## src/rtl/smbus_msg_slave.sv

```systemverilog
module smbus_msg_slave #(
  parameter logic [6:0] DEV_ADDR  = 7'h44,
  parameter logic [7:0] RST_CODE  = 8'h03,
  parameter logic [7:0] WAKE_CODE = 8'h05,
  parameter int CLK_HZ  = 100_000_000,
  parameter int IDLE_US = 50
) (
  input  logic       clk,
  input  logic       rst_n,
  input  logic       scl_in,
  input  logic       sda_in,
  input  logic       deep_sleep,
  input  logic       wake_evt,
  output logic       sda_oe,
  output logic [7:0] msg0,
  output logic [7:0] msg1,
  output logic [7:0] cmd_val,
  output logic       cmd_stb,
  output logic       wake_req,
  output logic       hard_rst,
  output logic       rst_pending
);
  localparam int IDLE_CYC = (CLK_HZ / 1_000_000) * IDLE_US;
  localparam int TW = $clog2(IDLE_CYC + 1);
  localparam logic [TW-1:0] TOUT = TW'(IDLE_CYC - 1);

  typedef enum logic [2:0] {S_IDLE, S_RX, S_ACK, S_TX, S_TXACK} st_t;
  typedef enum logic [1:0] {K_ADDR, K_CMD, K_DATA} kind_t;

  st_t st;
  kind_t kind;
  logic [2:0] scl_p, sda_p;
  logic [7:0] sr, tx, ptr, rd_val;
  logic [3:0] cnt;
  logic rw;
  logic [TW-1:0] tcnt;

  wire scl_rise = scl_p[1] & ~scl_p[2];
  wire scl_fall = ~scl_p[1] & scl_p[2];
  wire scl_hi   = scl_p[1] & scl_p[2];
  wire start    = scl_hi & sda_p[2] & ~sda_p[1];
  wire stop     = scl_hi & ~sda_p[2] & sda_p[1];
  wire tout     = (tcnt == TOUT);

  always_comb
    case (ptr)
      8'h00:   rd_val = cmd_val;
      8'h04:   rd_val = msg0;
      8'h05:   rd_val = msg1;
      default: rd_val = 8'h00;
    endcase

  always_ff @(posedge clk or negedge rst_n)
    if (!rst_n) begin
      scl_p <= '1;
      sda_p <= '1;
      tcnt  <= '0;
    end else begin
      scl_p <= {scl_p[1:0], scl_in};
      sda_p <= {sda_p[1:0], sda_in};
      if (st == S_IDLE || !(scl_p[1] && sda_p[1])) tcnt <= '0;
      else if (!tout) tcnt <= tcnt + 1'b1;
    end

  always_ff @(posedge clk or negedge rst_n)
    if (!rst_n) begin
      st <= S_IDLE; kind <= K_ADDR; sr <= '0; tx <= '0; ptr <= '0;
      cnt <= '0; rw <= 1'b0; sda_oe <= 1'b0;
      msg0 <= '0; msg1 <= '0; cmd_val <= '0;
      cmd_stb <= 1'b0; wake_req <= 1'b0; hard_rst <= 1'b0; rst_pending <= 1'b0;
    end else begin
      cmd_stb  <= 1'b0;
      wake_req <= 1'b0;
      hard_rst <= 1'b0;
      if (rst_pending && wake_evt) begin
        rst_pending <= 1'b0;
        hard_rst    <= 1'b1;
      end
      if (start) begin
        st <= S_RX; kind <= K_ADDR; cnt <= '0; sda_oe <= 1'b0;
      end else if (stop || tout) begin
        st <= S_IDLE; sda_oe <= 1'b0;
      end else
        case (st)
          S_RX:
            if (scl_rise && cnt < 4'd8) begin
              sr  <= {sr[6:0], sda_p[1]};
              cnt <= cnt + 1'b1;
            end else if (scl_fall && cnt == 4'd8) begin
              st <= S_ACK; sda_oe <= 1'b1;
              case (kind)
                K_ADDR:
                  if (sr[7:1] != DEV_ADDR) begin st <= S_IDLE; sda_oe <= 1'b0; end
                  else rw <= sr[0];
                K_CMD: ptr <= sr;
                default:
                  if (rst_pending) sda_oe <= 1'b0;
                  else
                    case (ptr)
                      8'h00: begin
                        cmd_val <= sr;
                        cmd_stb <= 1'b1;
                        if (sr == WAKE_CODE) wake_req <= 1'b1;
                        if (sr == RST_CODE) begin
                          if (deep_sleep) rst_pending <= 1'b1;
                          else hard_rst <= 1'b1;
                        end
                      end
                      8'h04: msg0 <= sr;
                      8'h05: msg1 <= sr;
                      default: ;
                    endcase
              endcase
            end
          S_ACK:
            if (scl_fall) begin
              cnt <= '0; sda_oe <= 1'b0;
              if (kind == K_ADDR && rw) begin
                st <= S_TX; tx <= rd_val; sda_oe <= ~rd_val[7];
              end else if (kind == K_ADDR) begin
                st <= S_RX; kind <= K_CMD;
              end else if (kind == K_CMD) begin
                st <= S_RX; kind <= K_DATA;
              end else st <= S_IDLE;
            end
          S_TX:
            if (scl_fall) begin
              if (cnt == 4'd7) begin
                st <= S_TXACK; sda_oe <= 1'b0;
              end else begin
                tx <= {tx[6:0], 1'b0}; sda_oe <= ~tx[6]; cnt <= cnt + 1'b1;
              end
            end
          S_TXACK: if (scl_rise) st <= S_IDLE;
          default: st <= S_IDLE;
        endcase
    end

  p_cmd_pulse_r4: assert property (@(posedge clk) disable iff (!rst_n)
    cmd_stb |=> !cmd_stb);
  p_pend_no_rst_r6: assert property (@(posedge clk) disable iff (!rst_n)
    rst_pending && !wake_evt |=> !hard_rst);
  p_pend_hold_r6: assert property (@(posedge clk) disable iff (!rst_n)
    rst_pending |=> $stable(msg0) && $stable(msg1) && !wake_req);
  p_wake_exec_r7: assert property (@(posedge clk) disable iff (!rst_n)
    rst_pending && wake_evt |=> hard_rst && !rst_pending);
  p_sda_steady_r11: assert property (@(posedge clk) disable iff (!rst_n)
    scl_p[1] && $past(scl_p[1]) |-> $stable(sda_oe));
endmodule

```

## config.mk

```make
export PLATFORM = sky130hd
export DESIGN_NAME = smbus_msg_slave
export DESIGN_NICKNAME = d
export VERILOG_FILES = /design/src/rtl/smbus_msg_slave.sv
export SDC_FILE = /design/constraint.sdc
export NUM_CORES = 1
export LEC_CHECK = 0
export ABC_AREA = 1
export BUFFER_PORTS_ARGS = -buffer_cell sky130_fd_sc_hd__clkbuf_2
export CAP_MARGIN = 20
export CORE_ASPECT_RATIO = 1.4
export CORE_MARGIN = 4
export CORE_UTILIZATION = 45
export DETAILED_ROUTE_END_ITERATION = 10
export SLEW_MARGIN = 10
export SYNTH_ARGS = -nofsm -noshare
export SYNTH_HDL_FRONTEND = slang
export SYNTH_SLANG_ARGS = --single-unit
export TNS_END_PERCENT = 50
```

## constraint.sdc

```tcl
create_clock -name clk -period 2.5 [get_ports clk]
set_clock_uncertainty 0.1 [all_clocks]
set_input_delay 0.125 -clock clk [delete_from_list [all_inputs] [get_ports clk]]
set_output_delay 0.125 -clock clk [all_outputs]
set_load 0.01 [all_outputs]
```

Word level (Yosys, flattened, before mapping)

Index checks and enable logic that the tools add are counted.

Bits in registers: 81
Bits of input ports: 6
Output and inout port bits: 29
Word-level logic and storage cells: 186

$add $sub $neg: 2
Magnitude comparators: 1
Equal/unequal tests: 30
Mux-type cells: 87
Bitwise operators: 19
Reduce and logical (&&, ||, !) cells: 29

Operators with widths:

| kind                                                                   | count |
|---|---|
| 1-bit 2-to-1 mux                                                       | 51 |
| 7-bit 2-to-1 mux                                                       | 4 |
| 13-bit 2-to-1 mux                                                      | 2 |
| 8-bit by 3-bit equality test with 1-bit output (second input constant) | 3 |
| 3-bit 2-to-1 mux                                                       | 8 |
| 4-bit 2-to-1 mux                                                       | 6 |
| 4-bit != test (second input constant)                                  | 6 |
| 8-bit case mux with 3 select lines                                     | 1 |
| 8-bit AND reduction                                                    | 3 |
| 2-bit 2-to-1 mux                                                       | 10 |
| 6-bit AND reduction                                                    | 3 |
| 7-bit case mux with 2 select lines                                     | 1 |
| 7-bit AND reduction                                                    | 2 |
| 13-bit by 1-bit adder with 13-bit output (second input constant)       | 1 |
| 13-bit equality test (second input constant)                           | 1 |
| 2-bit != test (second input constant)                                  | 6 |
| 3-bit != test (second input constant)                                  | 4 |
| 1-bit inverter                                                         | 12 |
| 3-bit case mux with 4 select lines                                     | 1 |
| 4-bit case mux with 3 select lines                                     | 1 |
| 5-bit AND reduction                                                    | 2 |
| 8-bit by 2-bit equality test with 1-bit output (second input constant) | 1 |
| 8-bit zero test                                                        | 1 |
| 1-bit AND                                                              | 7 |
| other kinds (23)                                                       | 31 |

Logic depth before layout (Yosys ltp)

Gate-level depths: netlist (run 1).

Word-level depth: 12
Mapped depth: 11
Depth with buffers taken out: 11

Worst setup path after synthesis (run 1)

No wires, ideal clock.

Path type: flip-flop to flip-flop
From: register tcnt[0]
To: register msg1[7]
Library setup time: 122 ps
Arrival time: 1529 ps
Data required time: 2278 ps
Setup slack: 749 ps
Stages on the path, launching flop included: 11
Buffers on the path: 1
Period minus slack after synthesis: 1751 ps
Cells stage by stage: dfrtp_1 > ha_1 > nand2_1 > nor2_1 > nand3_4 > nand3_4 > nor2_8 > nand2_4 > buf_6 > nand2_1 > o21ai_2

Longest elaborated chain between the ends: 4

Ends and longest elaborated chain:

| item                          | line | text |
|---|---|---|
| from (decl)                   | 36   | `logic [TW-1:0] tcnt;` |
| from (signal assigned)        | 62   | `else if (!tout) tcnt <= tcnt + 1'b1;` |
| 13-bit equality test          | 43   | `wire tout = (tcnt == TOUT);` |
| 1-bit logical OR              | 81   | `end else if (stop \|\| tout) begin` |
| 1-bit inverter (no line)      | --   |  |
| 8-bit AND reduction (no line) | --   |  |
| to (signal assigned)          | 110  | `8'h05: msg1 <= sr;` |
| to (decl)                     | 16   | `output logic [7:0] msg1,` |

No other way between the ends.
A chain may end at the register's enable or synchronous reset.

Worst setup path after layout (run 1)

From: register tcnt[0]
To: register rst_pending

Longest elaborated chain between the ends: 4

Ends and longest elaborated chain:

| item                 | line | text |
|---|---|---|
| 13-bit equality test | 43   |  |
| 1-bit logical OR     | 81   |  |
| 1-bit 2-to-1 mux     | 81   |  |
| 1-bit 2-to-1 mux     | 79   | `if (start) begin` |
| to (signal assigned) | 70   | `cmd_stb <= 1'b0; wake_req <= 1'b0; hard_rst <= 1'b0; rst_pending <= 1'b0;` |
| to (signal assigned) | 76   | `rst_pending <= 1'b0;` |
| to (signal assigned) | 105  | `if (deep_sleep) rst_pending <= 1'b1;` |
| to (decl)            | 21   | `output logic rst_pending` |

No other way between the ends.

==> results of run 1 <==
[layout by cell type (no fill, tap or decap), types with 4 or more instances in the layout]
cell type	netlist	final
sky130_fd_sc_hd__nor2_1	46	46
sky130_fd_sc_hd__dfrtp_1	75	75
sky130_fd_sc_hd__nand3_1	39	39
sky130_fd_sc_hd__inv_2	12	12
sky130_fd_sc_hd__a21oi_1	16	16
sky130_fd_sc_hd__o21ai_2	24	24
sky130_fd_sc_hd__nor2_4	4	4
sky130_fd_sc_hd__o21ai_1	11	11
sky130_fd_sc_hd__nand4_1	9	9
sky130_fd_sc_hd__dlygate4sd3_1	0	6
sky130_fd_sc_hd__xor2_1	4	4
sky130_fd_sc_hd__clkbuf_16	0	9
sky130_fd_sc_hd__nand2_1	144	144
sky130_fd_sc_hd__o21ai_0	12	12
sky130_fd_sc_hd__nand3_2	4	4
sky130_fd_sc_hd__nor2_2	4	4
sky130_fd_sc_hd__inv_1	38	38
sky130_fd_sc_hd__clkbuf_2	0	33
sky130_fd_sc_hd__nor3_1	8	8
sky130_fd_sc_hd__dfstp_2	6	6
[power by group through the flow]
| stage | Sequential (µW) | Combinational (µW) | Clock (µW) |
|---|---|---|---|
| 2_1_floorplan | 1380 | 63.5 | 0 |
| 3_3_place_gp | 1380 | 117 | 0 |
| 3_5_place_dp | 1380 | 118 | 0 |
| 4_1_cts | 1360 | 125 | 1260 |
| 5_1_grt | 1360 | 140 | 1310 |
| 6_report | 1360 | 120 | 1230 |
[cell usage after synthesis, types with 8 or more instances]
cell                      count  share of area
sky130_fd_sc_hd__nand2_1    144           0.13
sky130_fd_sc_hd__nor2_1      46          0.043
sky130_fd_sc_hd__nand3_1     39          0.048
sky130_fd_sc_hd__o21ai_0     12          0.015
sky130_fd_sc_hd__inv_2       12          0.011
sky130_fd_sc_hd__o21ai_1     11          0.014
sky130_fd_sc_hd__dfrtp_1     75           0.46
sky130_fd_sc_hd__a21oi_1     16          0.020
sky130_fd_sc_hd__nand4_1      9          0.014
sky130_fd_sc_hd__nor3_1       8         0.0099
sky130_fd_sc_hd__inv_1       38          0.035
sky130_fd_sc_hd__o21ai_2     24          0.052
[final cells by class]
type | count | share of cell area
Sequential cell | 81 | 0.436
Multi-Input combinational cell | 344 | 0.379
Timing Repair Buffer | 43 | 0.0574
Clock buffer | 14 | 0.0566
Inverter | 50 | 0.0402
Tap cell | 105 | 0.0281
Clock inverter | 2 | 0.00268
[worst reg2reg max path, stage by stage (launching register included)]
cell and delay, ns:
sky130_fd_sc_hd__dfrtp_1 0.40, sky130_fd_sc_hd__ha_1 0.22, sky130_fd_sc_hd__nand2_1 0.06, sky130_fd_sc_hd__nor2_1 0.18, sky130_fd_sc_hd__nand3_4 0.17, sky130_fd_sc_hd__nand3_4 0.18
sky130_fd_sc_hd__nor2_8 0.07, sky130_fd_sc_hd__nand4_1 0.08, sky130_fd_sc_hd__nand2_1 0.05, sky130_fd_sc_hd__dlygate4sd3_1 0.54
[worst paths after layout]
path,startpoint,end,slack [ns]
max in group asynchronous,rst_n,scl_p[0]$_DFF_PN1_,1.49
setup / recovery,tcnt[0]$_DFFE_PN0P_,rst_pending$_DFF_PN0_,0.34
hold / removal,rst_n,sr[4]$_DFFE_PN0P_,0.17
setup reg to reg,tcnt[0]$_DFFE_PN0P_,rst_pending$_DFF_PN0_,0.34
min in group clk,scl_p[0]$_DFF_PN1_,scl_p[1]$_DFF_PN1_,0.26
hold reg to reg,scl_p[0]$_DFF_PN1_,scl_p[1]$_DFF_PN1_,0.26
[layer usage]
layer | global-route usage | vias up
li1 | - | 1658
met1 | 0.234 | 1501
met2 | 0.312 | 58
met3 | 0.0279 | 20
met4 | 0.111 | 0
met5 | 0 | -
[cell families (layout without fill, tap and decap cells)]
logic type / count (synthesis) / in the layout / synth area share
compound gates: 68 / 68 / 0.110
xor+xnor: 4 / 4 / 0.00865
fa+ha+maj: 3 / 3 / 0.00927
buf+inv: 57 / 109 / 0.0605
flops: 81 / 81 / 0.502
simple gates: 269 / 269 / 0.309
[state kept, by name, summed over array words and instances (netlist names), 4 cells and up]
name     count
cmd_val      8
cnt          4
msg0         8
tx           7
msg1         8
tcnt        13
sr           8
ptr          8
[repair_timing]
action,CTS,global route
hold buffers,6,0
gates resized for setup,0,0
hold endpoints to repair,35,0
[stage by stage]
stage                     cell area, µm²  cells  setup slack (ns)   util
after CTS                           4670    639             0.318  0.536
after floorplan                     4050    482             0.749      -
after detailed placement            4330    617             0.559  0.497
final                               4670    639             0.344  0.536
after global routing                4670    639             0.146  0.536
after global placement              4330    617             0.595  0.497
==> impl_metrics.py, run 1 <==
metrics = {
    "run_status": {
        "status": "complete, no violations",
    },
    "cells_and_area": {
        "syn_to_final_growth_pct": 15.3,
        "post_route_cells_drive_above_1_share": 0.212,
        "multi_input_comb_area_um2": 1770,
        "finalNetCount": 538,
        "insertedDiodeCount": 0,
        "regArea_um2": 2030,
        "fill_cell_instance_count_of_the_final_layout": 832,
    },
    "route": {
        "met2_wire_len_um": 4490,
        "detailedRoute.firstPassIterationCount": 5,
        "wire_per_inst_um": 14.2,
        "route.detailed.vias_per_inst": 5.07,
        "vias": 3237,
        "drtAntennaViolNets": 0,
        "total_length_of_routed_met3_wires_um": 301,
        "top_signal_layer_used": "met4",
        "detail_route.drc_violations": 0,
        "detail_route.wirelength_um": 9080,
        "detail_route.wirelength.met1_um": 3900,
        "detailedRoute.firstIterationViolations": 162,
    },
    "die": {
        "die_y_um": 120,
        "initial_core_util": 0.465,
        "dieArea_um2": 10600,
        "floorplan.die.width_um": 88.2,
        "io_pins": 35,
        "num_rows": 40,
        "core_area_um2": 8710,
    },
    "logic_synthesis": {
        "synth_enable_flop_cells": 0,
        "synthesis.yosys.warnings": 0,
        "netlist_area_um2": 4050,
        "synth.ff_latch_count": 81,
        "synth.distinct_cells": 31,
        "async_reset_ff_frac": 1.00,
        "synth_fp_nets": 491,
        "syn_area_per_cell_um2": 8.40,
        "post_synth_inst_count": 482,
        "commonest_register_cell_after_synthesis": "sky130_fd_sc_hd__dfrtp_1",
        "yosysSeqAreaShare": 0.502,
    },
    "sta": {
        "minimum_clock_period_after_layout_ns": 2.16,
        "achievable-frequency_ghz": 0.464,
        "final_hold_viol_count": 0,
        "final_setup_violating_endpoints": 0,
        "worst_slew_margin_rel": 0.623,
        "slew_viol_final": 0,
        "finalSetupTns_ns": 0,
        "worst_pin_slew_ns": 0.564,
        "min_period_over_period": 0.863,
        "hold-worst-slack_ns": 0.166,
        "grt_setup_unrepaired": "false",
    },
    "clock_network": {
        "total_clock_buffers_created_by_cts": 9,
        "cts_tree": "yes",
        "cts_post_setup_buffers_inserted": 0,
        "maximum_clock_path_buffer_count": 2,
        "clk_pin_slew_ns": 0.06,
        "clock_sink_count": 81,
        "clock_tree.htree_level_count": 3,
        "clk_latency_ns": 0.34,
        "clock-root-buffer": "sky130_fd_sc_hd__clkbuf_16",
    },
    "placement": {
        "place_congestion": 0.871,
        "io_buf_count": 34,
        "dp_hpwl_um": 6720,
    },
    "worst_setup_path": {
        "worst-endpoint-required_ns": 2.62,
        "timing.critical_path.fanout_max": 10,
        "worstSetupEndpointType": "register",
        "arrival_time_reported_for_the_critical_path_endpoint_ns": 2.28,
        "critical_path.cell_chain": "ha_1 > nand2_1 > nor2_1 > nand3_4 > nand3_4 > nor2_8 > nand4_1 > nand2_1 > dlygate4sd3_1",
        "cpLargestDelayFamily": "simple AND/OR/NAND/NOR gates",
        "critPathLaunchType": "register",
        "critical_path_cell_count": 9,
        "reg2reg_depth": 9,
        "critPathSlowestCell": "sky130_fd_sc_hd__dlygate4sd3_1",
        "critPathBufInv": 1,
        "critical_path_class": "reg2reg",
        "critical_path_max_stage_delay_ns": 0.54,
    },
    "min_path": {
        "worstHoldPathType": "in2async",
    },
    "grt": {
        "grt_pass1_vias": 3215,
        "grt-ovfl-total": 0,
        "grt_first_pass_wirelength_um": 15500,
        "grt_use_total": 0.190,
        "grt_start_max_net_pins": 51,
        "antenna_found_initial": 0,
    },
    "run": {
        "timing.max_cap.violations": 0,
    },
    "power": {
        "power_frac_comb": 0.044,
        "switching_power_uw": 614,
        "power.leakage_uw": 0.00232,
        "swShare": 0.226,
        "worst_ir_drop_on_vdd_uv": 390,
        "totalPowerFinal_uw": 2710,
        "share_seq_of_total_power": 0.501,
        "internal-power_uw": 2100,
        "power_density_nw_per_um2": 581,
        "share_clk_of_total_power": 0.455,
    },
}
Power figures use the tool's default switching activity.
==> inputs of run 2 (changes only) <==
- GPL_ROUTABILITY_DRIVEN: unset -> 0
- SETUP_SLACK_MARGIN: unset -> 0.5
==> run 2 against run 1 <==
Against the previous run: utilization increased by 0.40 points; routed wire length increased by 0.66%; sequential cell count unchanged; critical path type unchanged; largest cell class unchanged; largest power group unchanged; highest routed layer unchanged.
==> impl_metrics.py, run 2 (synthesized netlist as in run 1, its figures left out) <==
metrics = {
    "cells_and_area": {
        "finish.utilization": 0.540,
        "final_cell_count_no_fill": 640,
        "insertedDiodeCount": 0,
        "most_common_cell_after_layout_fill_and_taps_aside": "sky130_fd_sc_hd__nand2_1",
        "post_route_cells_drive_above_1_share": 0.215,
        "syn_to_final_growth_pct": 16.1,
        "finalNetCount": 539,
        "multi_input_comb_area_um2": 1800,
        "highest_count_cells_in_the_layout_ignoring_fill_and_taps": "sky130_fd_sc_hd__nand2_1, sky130_fd_sc_hd__dfrtp_1, sky130_fd_sc_hd__nor2_1",
        "number_of_flip_flops_in_the_largest_register": 13,
        "regArea_um2": 2030,
        "fill_cell_instance_count_of_the_final_layout": 832,
        "largest_register_by_flop_count": "tcnt",
    },
    "die": {
        "floorplan.die.width_um": 88.2,
        "die_y_um": 120,
        "core_area_um2": 8710,
        "io_pins": 35,
        "dieArea_um2": 10600,
        "num_rows": 40,
        "initial_core_util": 0.465,
    },
    "route": {
        "vias": 3246,
        "detailedRoute.firstPassIterationCount": 4,
        "route.detailed.vias_per_inst": 5.07,
        "detail_route.wirelength_um": 9140,
        "wire_per_inst_um": 14.3,
        "detailedRoute.firstIterationViolations": 154,
        "detail_route.drc_violations": 0,
        "drtAntennaViolNets": 0,
    },
    "worst_setup_path": {
        "cpLargestDelayFamily": "simple AND/OR/NAND/NOR gates",
        "critPathBufInv": 2,
        "timing.critical_path.fanout_max": 16,
        "critical_path_class": "reg2reg",
        "worst-endpoint-required_ns": 2.62,
        "critPathSlowestCell": "sky130_fd_sc_hd__dfstp_2",
        "arrival_time_reported_for_the_critical_path_endpoint_ns": 2.00,
        "critical_path_max_stage_delay_ns": 0.54,
        "critical_path.cell_chain": "inv_2 > nor2_4 > inv_2 > nor2_4 > nand3_4 > nor2_8 > nand2_4 > nand2_1 > o21ai_2",
        "worstSetupEndpointType": "register",
        "critPathLaunchType": "register",
    },
    "power": {
        "power.leakage_uw": 0.00232,
        "power_density_nw_per_um2": 577,
        "worst_ir_drop_on_vdd_uv": 390,
    },
    "sta": {
        "final_hold_viol_count": 0,
        "finalSetupTns_ns": 0,
        "grt_setup_unrepaired": "true",
        "final_setup_violating_endpoints": 0,
        "min_period_over_period": 0.754,
        "minimum_clock_period_after_layout_ns": 1.89,
        "worst_pin_slew_ns": 0.629,
        "worst_slew_margin_rel": 0.578,
        "slew_viol_final": 0,
        "achievable-frequency_ghz": 0.530,
    },
    "grt": {
        "grt_util_met3": 0.0279,
        "antenna_found_initial": 0,
        "grt_use_total": 0.190,
        "grt-ovfl-total": 0,
        "grt_first_pass_wirelength_um": 15400,
        "grt_start_max_net_pins": 51,
        "gr-usage-met2": 0.316,
        "grt_max_usage_layer": "met2",
        "grt_pass1_vias": 3207,
        "grtUsageMet1": 0.234,
    },
    "run": {
        "timing.max_cap.violations": 0,
    },
    "clock_network": {
        "clock_sink_count": 81,
        "clock_tree.htree_level_count": 3,
        "maximum_clock_path_buffer_count": 2,
        "cts_tree": "yes",
        "total_clock_buffers_created_by_cts": 9,
        "clk_latency_ns": 0.34,
        "clk_pin_slew_ns": 0.06,
        "clock-root-buffer": "sky130_fd_sc_hd__clkbuf_16",
    },
    "run_status": {
        "status": "complete, no violations",
    },
    "placement": {
        "placedCellCount": 617,
        "dp_hpwl_um": 6720,
        "io_buf_count": 34,
    },
    "min_path": {
        "worstHoldPathType": "in2async",
    },
}
run 2: cell count changes in the layout (fill, tap and decap cells not counted), sizes merged:
cell	change
buf	+2
dlygate4sd3	-1
run 2: worst paths after layout:
| kind | start | to | cells after the start | slack (ns) |
|---|---|---|---|---|
| setup reg to reg | scl_p[2]$_DFF_PN1_ | msg1[2]$_DFFE_PN0P_ | 9 | 0.61 |
| setup / recovery | scl_p[2]$_DFF_PN1_ | msg1[2]$_DFFE_PN0P_ | 9 | 0.61 |
| hold reg to reg | scl_p[0]$_DFF_PN1_ | scl_p[1]$_DFF_PN1_ | 0 | 0.26 |
| max in group asynchronous | rst_n | scl_p[0]$_DFF_PN1_ | 3 | 1.48 |
| hold / removal | rst_n | cmd_stb$_DFF_PN0_ | 2 | 0.17 |
| min in group clk | scl_p[0]$_DFF_PN1_ | scl_p[1]$_DFF_PN1_ | 0 | 0.26 |
run 2: area by class of cell:
type,instances,area share
clock buffers,14,0.0561
well taps,105,0.0279
repair buffers,44,0.0580
inverters,50,0.0399
clock inverters,2,0.00266
multi-input cells,344,0.383
flip-flops and latches,81,0.433
run 2: layer usage:
metal	vias to the layer above	wire [µm]	share of wire
met2	51	4690	0.51
met5	-	0	0
met3	14	259	0.028
met4	0	237	0.026
met1	1520	3950	0.43
li1	1661	-	-
run 2: power by group:
| part | internal (µW) | leakage (µW) | switching [µW] |
|---|---|---|---|
| clock network | 726 | 0.000133 | 502 |
| registers | 1340 | 0.00111 | 24.0 |
| logic | 39.0 | 0.00107 | 85.1 |
| total | 2100 | 0.00232 | 611 |
run 2: metrics by stage:
stage	hold slack (ns)	worst slack [ns]	cell area, µm²	power, µW
4_1_cts	0.185	0.537	4660	2750
3_5_place_dp	-0.00183	0.559	4330	1500
3_3_place_gp	-0.00132	0.595	4330	1500
5_1_grt	0.208	0.461	4700	2810
2_1_floorplan	-0.271	0.749	4050	1440
6_report	0.171	0.614	4700	2710
run 2: what timing repair did:
action	in CTS	in global routing
endpoints found under the hold margin	35	0
setup buffers	0	2
gates resized for setup	0	4
setup endpoints to repair	0	41
hold buffers	5	0
run 2: worst reg2reg max path, stage by stage, from the launching register on:
cell and delay, ns:
sky130_fd_sc_hd__dfstp_2 0.54, sky130_fd_sc_hd__inv_2 0.07, sky130_fd_sc_hd__nor2_4 0.12, sky130_fd_sc_hd__inv_2 0.07
sky130_fd_sc_hd__nor2_4 0.18, sky130_fd_sc_hd__nand3_4 0.12, sky130_fd_sc_hd__nor2_8 0.21, sky130_fd_sc_hd__nand2_4 0.18
sky130_fd_sc_hd__nand2_1 0.13, sky130_fd_sc_hd__o21ai_2 0.05
